### config.mk
export PLATFORM = sky130hd
export DESIGN_NAME = wp_unit
export DESIGN_NICKNAME = d
export VERILOG_FILES = /design/src/rtl/wp_pkg.sv /design/src/rtl/wp_store.sv /design/src/rtl/wp_range.sv /design/src/rtl/wp_unit.sv
export SDC_FILE = /design/constraint.sdc
export NUM_CORES = 1
export LEC_CHECK = 0
export CAP_MARGIN = 20
export CELL_PAD_IN_SITES_DETAIL_PLACEMENT = 0
export CELL_PAD_IN_SITES_GLOBAL_PLACEMENT = 2
export CORE_ASPECT_RATIO = 0.7
export CORE_MARGIN = 2
export CORE_UTILIZATION = 14
export DETAILED_ROUTE_END_ITERATION = 8
export PLACE_DENSITY = 0.82
export SLEW_MARGIN = 20
export SYNTH_ARGS = -nofsm -noshare
export SYNTH_HDL_FRONTEND = slang
export SYNTH_SLANG_ARGS = --single-unit
export TNS_END_PERCENT = 5
### constraint.sdc
create_clock -name clk_i -period 2 [get_ports clk_i]
set_input_delay 0.4 -clock clk_i [delete_from_list [all_inputs] [get_ports clk_i]]
set_output_delay 0.4 -clock clk_i [all_outputs]
set_load 0.02 [all_outputs]
### src/rtl/wp_pkg.sv
package wp_pkg;
  parameter int ADDR_W = 16;
  parameter int ARR_AW = 14;
  parameter int REG_W  = 8;
  parameter int SEG_W  = 2;
  localparam int CTRL_W = 4;

  // bit order matches the register layout: [3]=en [2:1]=bsel [0]=lock
  typedef struct packed {
    logic       en;
    logic [1:0] bsel;
    logic       lock;
  } wp_ctrl_t;
endpackage

### src/rtl/wp_store.sv
module wp_store
  import wp_pkg::*;
(
  input  logic     clk_i,
  input  logic     rst_ni,
  input  logic     upd_i,
  input  wp_ctrl_t upd_data_i,
  input  logic     load_i,
  output wp_ctrl_t nv_o,
  output wp_ctrl_t act_o,
  output logic     upd_ok_o
);
  wp_ctrl_t nv_q, act_q;

  assign upd_ok_o = upd_i & ~nv_q.lock;

  // retained store: only a cold reset clears it
  always_ff @(posedge clk_i or negedge rst_ni) begin
    if (!rst_ni)       nv_q <= '0;
    else if (upd_ok_o) nv_q <= upd_data_i;
  end

  // active copy samples the pre-update store value
  always_ff @(posedge clk_i or negedge rst_ni) begin
    if (!rst_ni)     act_q <= '0;
    else if (load_i) act_q <= nv_q;
  end

  assign nv_o  = nv_q;
  assign act_o = act_q;

  AST_LOCK_FREEZE: assert property (@(posedge clk_i) disable iff (!rst_ni)
    nv_q.lock |=> $stable(nv_q));
  AST_ACT_HOLD: assert property (@(posedge clk_i) disable iff (!rst_ni)
    !load_i |=> $stable(act_q));
endmodule

### src/rtl/wp_range.sv
module wp_range
  import wp_pkg::*;
#(
  parameter int AW = ARR_AW,
  parameter int SW = SEG_W
) (
  input  wp_ctrl_t      ctrl_i,
  input  logic [AW-1:0] addr_i,
  output logic          prot_o
);
  localparam logic [SW-1:0] SEG_TOP = {SW{1'b1}};

  logic [SW-1:0] seg, thr;

  // protected region starts at segment (top - bsel)
  assign seg    = addr_i[AW-1 -: SW];
  assign thr    = SEG_TOP - ctrl_i.bsel;
  assign prot_o = ctrl_i.en && (seg >= thr);
endmodule

### src/rtl/wp_unit.sv
module wp_unit
  import wp_pkg::*;
#(
  parameter int AW_BUS = ADDR_W,
  parameter int AW_ARR = ARR_AW,
  parameter int RW     = REG_W
) (
  input  logic              clk_i,
  input  logic              rst_ni,
  input  logic              reg_wr_i,
  input  logic [RW-1:0]     reg_wdata_i,
  output logic              reg_ack_o,
  output logic [RW-1:0]     reg_rdata_o,
  input  logic              txn_start_i,
  input  logic              reload_i,
  input  logic [AW_BUS-1:0] addr_i,
  input  logic              chk_i,
  output logic              prot_o,
  output logic              wr_ok_o
);
  localparam int PAD_W = RW - CTRL_W;

  wp_ctrl_t nv, act, wdat;
  logic     prot;

  assign wdat = wp_ctrl_t'(reg_wdata_i[CTRL_W-1:0]);

  wp_store u_store (
    .clk_i     (clk_i),
    .rst_ni    (rst_ni),
    .upd_i     (reg_wr_i),
    .upd_data_i(wdat),
    .load_i    (txn_start_i | reload_i),
    .nv_o      (nv),
    .act_o     (act),
    .upd_ok_o  (reg_ack_o)
  );

  wp_range #(.AW(AW_ARR), .SW(SEG_W)) u_range (
    .ctrl_i(act),
    .addr_i(addr_i[AW_ARR-1:0]),
    .prot_o(prot)
  );

  assign prot_o      = prot;
  assign wr_ok_o     = chk_i & ~prot;
  assign reg_rdata_o = {{PAD_W{1'b0}}, nv};

  AST_OPEN_WHEN_OFF: assert property (@(posedge clk_i) disable iff (!rst_ni)
    !act.en |-> !prot_o);
  AST_FULL_BLOCK: assert property (@(posedge clk_i) disable iff (!rst_ni)
    (act.en && act.bsel == 2'b11) |-> prot_o);
  AST_TOP_SEG: assert property (@(posedge clk_i) disable iff (!rst_ni)
    (act.en && addr_i[AW_ARR-1 -: 2] == 2'b11) |-> prot_o);
  AST_UPD_VISIBLE: assert property (@(posedge clk_i) disable iff (!rst_ni)
    reg_ack_o |=> reg_rdata_o == {{PAD_W{1'b0}}, $past(reg_wdata_i[CTRL_W-1:0])});
  AST_NO_ACK_PROT: assert property (@(posedge clk_i) disable iff (!rst_ni)
    (chk_i && act.en && act.bsel == 2'b11) |-> !wr_ok_o);
endmodule

# Word-level counts from Yosys, hierarchy flattened
# Index checks and enable logic that the tools add are counted.
[classes] order_cmp=1 bitwise_logic=5 n_reduce_logical=1 add_sub_neg=1
[ops] operator="bitwise AND 1 bit" count=2
[ops] operator="greater-or-equal comparator 2 bit" count=1
[ops] operator="NOT 1 bit" count=2
[ops] operator="subtractor 2 bit, first input constant" count=1
[ops] operator="logical AND 1 bit" count=1
[ops] operator="OR 1 bit" count=1
[totals] inputBits=30 word_cells=13 output_inout_bits=11 regBits=7

# Depth between registers and ports, before layout
[depth] word_depth=5 depth_mapped=4 ltp_nobuf=4

# Cells and area by module
# From an unflattened synthesis, not the netlist that was laid out.
[hier_totals] cells_unflattened=31 area_unflattened_um2=412.9
[modules_own_cells] mod="wp_store" seq_area_each_um2=200.2 instances=1 area_each_um2=312.8 cells_each=17
[modules_own_cells] mod="wp_range" seq_area_each_um2=0.0 instances=1 area_each_um2=53.8 cells_each=7
[modules_own_cells] mod="wp_unit" seq_area_each_um2=0.0 instances=1 area_each_um2=46.3 cells_each=7

# Worst setup path after synthesis
# Ideal clock, no wire load.
[synth_timing] path_type="input to output" start="input addr_i[12]" end="output prot_o" arrival_time_ns=1.219 stages=4 slack_ns=0.381 path_buffers=0 required_time_ns=1.600 path_cell_list="inv_1 > ha_1 > nor2b_1 > o21ai_0"
[synth_via] elab_chain_cells=2
[synth_rtl] element="start: declaration" line_no="wp_unit.sv:16" text="input logic [AW_BUS-1:0] addr_i,"
[synth_rtl] element="greater-or-equal comparator 2 bit" line_no="wp_range.sv:18" text="assign prot_o = ctrl_i.en && (seg >= thr);"
[synth_rtl] element="logical AND 1 bit" line_no="wp_range.sv:18"
[synth_rtl] element="end: declaration" line_no="wp_unit.sv:18" text="output logic prot_o,"
# No other way between the ends.

# Worst setup path in the final report
[layout_timing] start="input addr_i[13]" end="output wr_ok_o"
[layout_via] elab_chain_cells=4
[layout_rtl] element="greater-or-equal comparator 2 bit" line_no="wp_range.sv:18"
[layout_rtl] element="logical AND 1 bit" line_no="wp_range.sv:18"
[layout_rtl] element="NOT 1 bit" line_no="wp_unit.sv:46" text="assign wr_ok_o = chk_i & ~prot;"
[layout_rtl] element="bitwise AND 1 bit" line_no="wp_unit.sv:46"
[layout_rtl] element="end: declaration" line_no="wp_unit.sv:19" text="output logic wr_ok_o"
# No other way between the ends.

==> impl_results.md <==
- Postcts setup bufs: 0
- Number of flops mapped to enable cells by yosys: 0
- Final Cell Area: 647 µm²
- CP Capture Type: primary output
- Clk_skew: 0.00211 ns
- Total chip power: 576 µW
- Total GRT Usage: 5.85%
- Initial antenna violation count: 0
- Synth top area cells: dfrtp_1 (46%), mux2_4 (12%), mux2_2 (8.9%)
- Dpl hpwl: 618 µm
- TritonCTS clock tree: done
- Diodes inserted: 0
- PwrDens: 891 nW/µm²
- Seq pwr share: about a third
- Max-cap violations: 0
- Count leader, synth: dfrtp_1
- Nets: between 80 and 90
- Post-synthesis cell count: 30
- WS Path Type: in2out
- Final hold viol count: 0
- Die width: 66.1 µm
- Critical-path maximum fanout: 2
- Layout cells sized above 1: 34.6%
- Drc violations: 0
- Slowest stage delay, CP: 0.40 ns
- Main synth FF type: dfrtp_1
- Placeable Area: 2510 µm²
- Tcrit/Tclk final: 94.2%
- GPL Wtd Cong: 0.600
- Syn avg cell area: between 10 and 15 µm²
- Leak Pwr: 0.293 nW
- DRT iter0 DRCs: 1
- Non-Filler Instances: 86
- Total wire length: 769 µm
- Post-synth top area share: 46.4%
- Vias in the first global route: roughly 270
- Min Tclk post-route: 1.88 ns
- Seq/Total Area, Yosys: 46.4%
- Top post-synthesis cells by count: dfrtp_1 (7), buf_4 (4), mux2_2 (3), mux2_4 (3)
- Worst path slowest cell: clkdlybuf4s50_1
- Initial core utilization: 15.0%
- Yosys top cell by area: dfrtp_1
- Cells along the critical path: clkdlybuf4s50_1 > ha_1 > nand2_1 > o211a_1 > buf_6
- P&R area growth vs syn: 71.2%
- VDD IR max: 0.352 mV
- Comb power frac: 32.0%
- Seq cells post-synth: 7
- Via Count: 286
- RSZ-0062 raised after global routing: false
- Worst hold slack: 0.426 ns
- H-tree Lvls: 1
- Inst Count DP: 82
- Cts bufs inserted: 3
- WP data arrival: 1.48 ns
- Startpoint Class: primary input
- Largest net degree at the start of global routing: 8
- CTS Root Cell: clkbuf_8
- Clock sinks: 7
- Clock power share: 34.1%
- Library cells used by synthesis: 14
- ANT nets after route: 0
- Final setup violation count: 0
- Vias per cell: 3.33
- Post-Place Cell Area: 589 µm²
- Detailed-route wire length per cell: 8.94 µm
- WP data required: 1.60 ns
- Worst Setup Slack post-DPL: -0.475 ns
- Yosys warnings: 0
- NetSw: 164 µW
- Filler instances: roughly 280
- Internal power: 412 µW
- Synthesized area: 378 µm²
- I/O Pins: 41
- Pre-antenna DRT Iters: 2
- Clk buf depth: 2
- F_max: 531 MHz
- Reg clk slew, reported paths: 0.04 ns
- First-pass GRT wire length: roughly 1.2 mm
- Std cell rows: 15
- Final Max Tran Viols: 0
- Hold_buf cts: 0
- Grt ovf: 0
- Final core occ: 25.7%
- Full die area: 3140 µm²
- Outcome: finished clean
- Async set or reset register ratio after synthesis: 100%
- Die height: 47.5 µm
- IO buf count: 18
- Switching Fraction: between 20% and 30%
- Worst-Skew Late Latency: 0.22 ns
- Worst hold path type: in2async
- TNS Setup: 0 ns
- Setup ws final: 0.116 ns
-- registers in the layout, indices dropped and copies added, names as in the netlist --
| name | flops |
|---|---|
| u_store.nv_o | 4 |
| u_store.act_o | 3 |
-- cell usage in the layout, fill, tap and decap left out, drive strengths merged --
cell	synthesis	routed
clkdlybuf4s50	0	14
dfrtp	7	7
mux2	6	6
conb	1	4
clkbuf	0	4
buf	4	3
nand2	2	2
nor2b	2	2
inv	2	2
ha	2	2
o21ai	1	1
o211a	1	1
nor2	1	1
a21o	1	1
dlymetal6s2s	0	1
dlygate4sd2	0	1
-- layer usage --
layer  vias up  global-route usage, %  share of wire, %
met1       129                   5.89                41
met5         -                      0                 0
met4         0                   6.12               3.8
li1        137                      -                 -
met3         4                   2.59                10
met2        16                   9.20                44
-- critical path, delay by kind of cell --
family | cells | cell delay (ns)
fa+ha+maj | 1 | 0.27
simple gates | 1 | 0.06
buf+inv | 2 | 0.53
compound gates | 1 | 0.22
-- logic make-up (layout without fill, tap and decap cells) --
group | count (synthesis) | in the layout | share of synthesized area [%]
flip-flops | 7 | 7 | 46.4
other | 1 | 4 | 0.992
adder cells (fa/ha/maj) | 2 | 2 | 6.62
multiplexers | 6 | 6 | 20.9
buffers and inverters | 6 | 25 | 9.93
AND/OR/NAND/NOR | 5 | 5 | 8.94
AO/OA/AOI/OAI | 3 | 3 | 6.29
-- timing repair --
item	4_1_cts	5_1_grt
endpoints found under the hold margin	0	0
pin swaps	1	2
resized for setup	11	5
setup endpoints to repair	3	2
-- power groups by stage --
stage	clock network, mW	registers [mW]	logic, mW
3_3_place_gp	0	0.196	0.179
6_report	0.197	0.196	0.184
4_1_cts	0.205	0.198	0.174
5_1_grt	0.213	0.201	0.203
3_5_place_dp	0	0.199	0.181
2_1_floorplan	0	0.207	0.0869
-- cell type report --
cell class | instances | area, µm² | share of cell area [%]
inverters | 2 | 7.51 | 1.16
multi-input cells | 20 | 191 | 29.6
clock buffers | 4 | 45.0 | 6.96
repair buffers | 19 | 185 | 28.6
flip-flops and latches | 7 | 175 | 27.1
well taps | 34 | 42.5 | 6.58
-- path summary, 6_finish.rpt --
path	endpoint	cells after the start	startpoint	slack [ns]
setup / recovery	wr_ok_o	5	addr_i[13]	0.12
hold / removal	u_store.act_o[1]	1	rst_ni	0.43
setup reg to reg	u_store.nv_o[3]	3	u_store.nv_o[0]	0.92
hold reg to reg	u_store.act_o[1]	1	u_store.act_o[1]	0.51
max in group asynchronous	u_store.act_o[2]	1	rst_ni	1.35
min in group clk_i	u_store.act_o[1]	1	u_store.act_o[1]	0.51
Power figures use the tool's default switching activity.
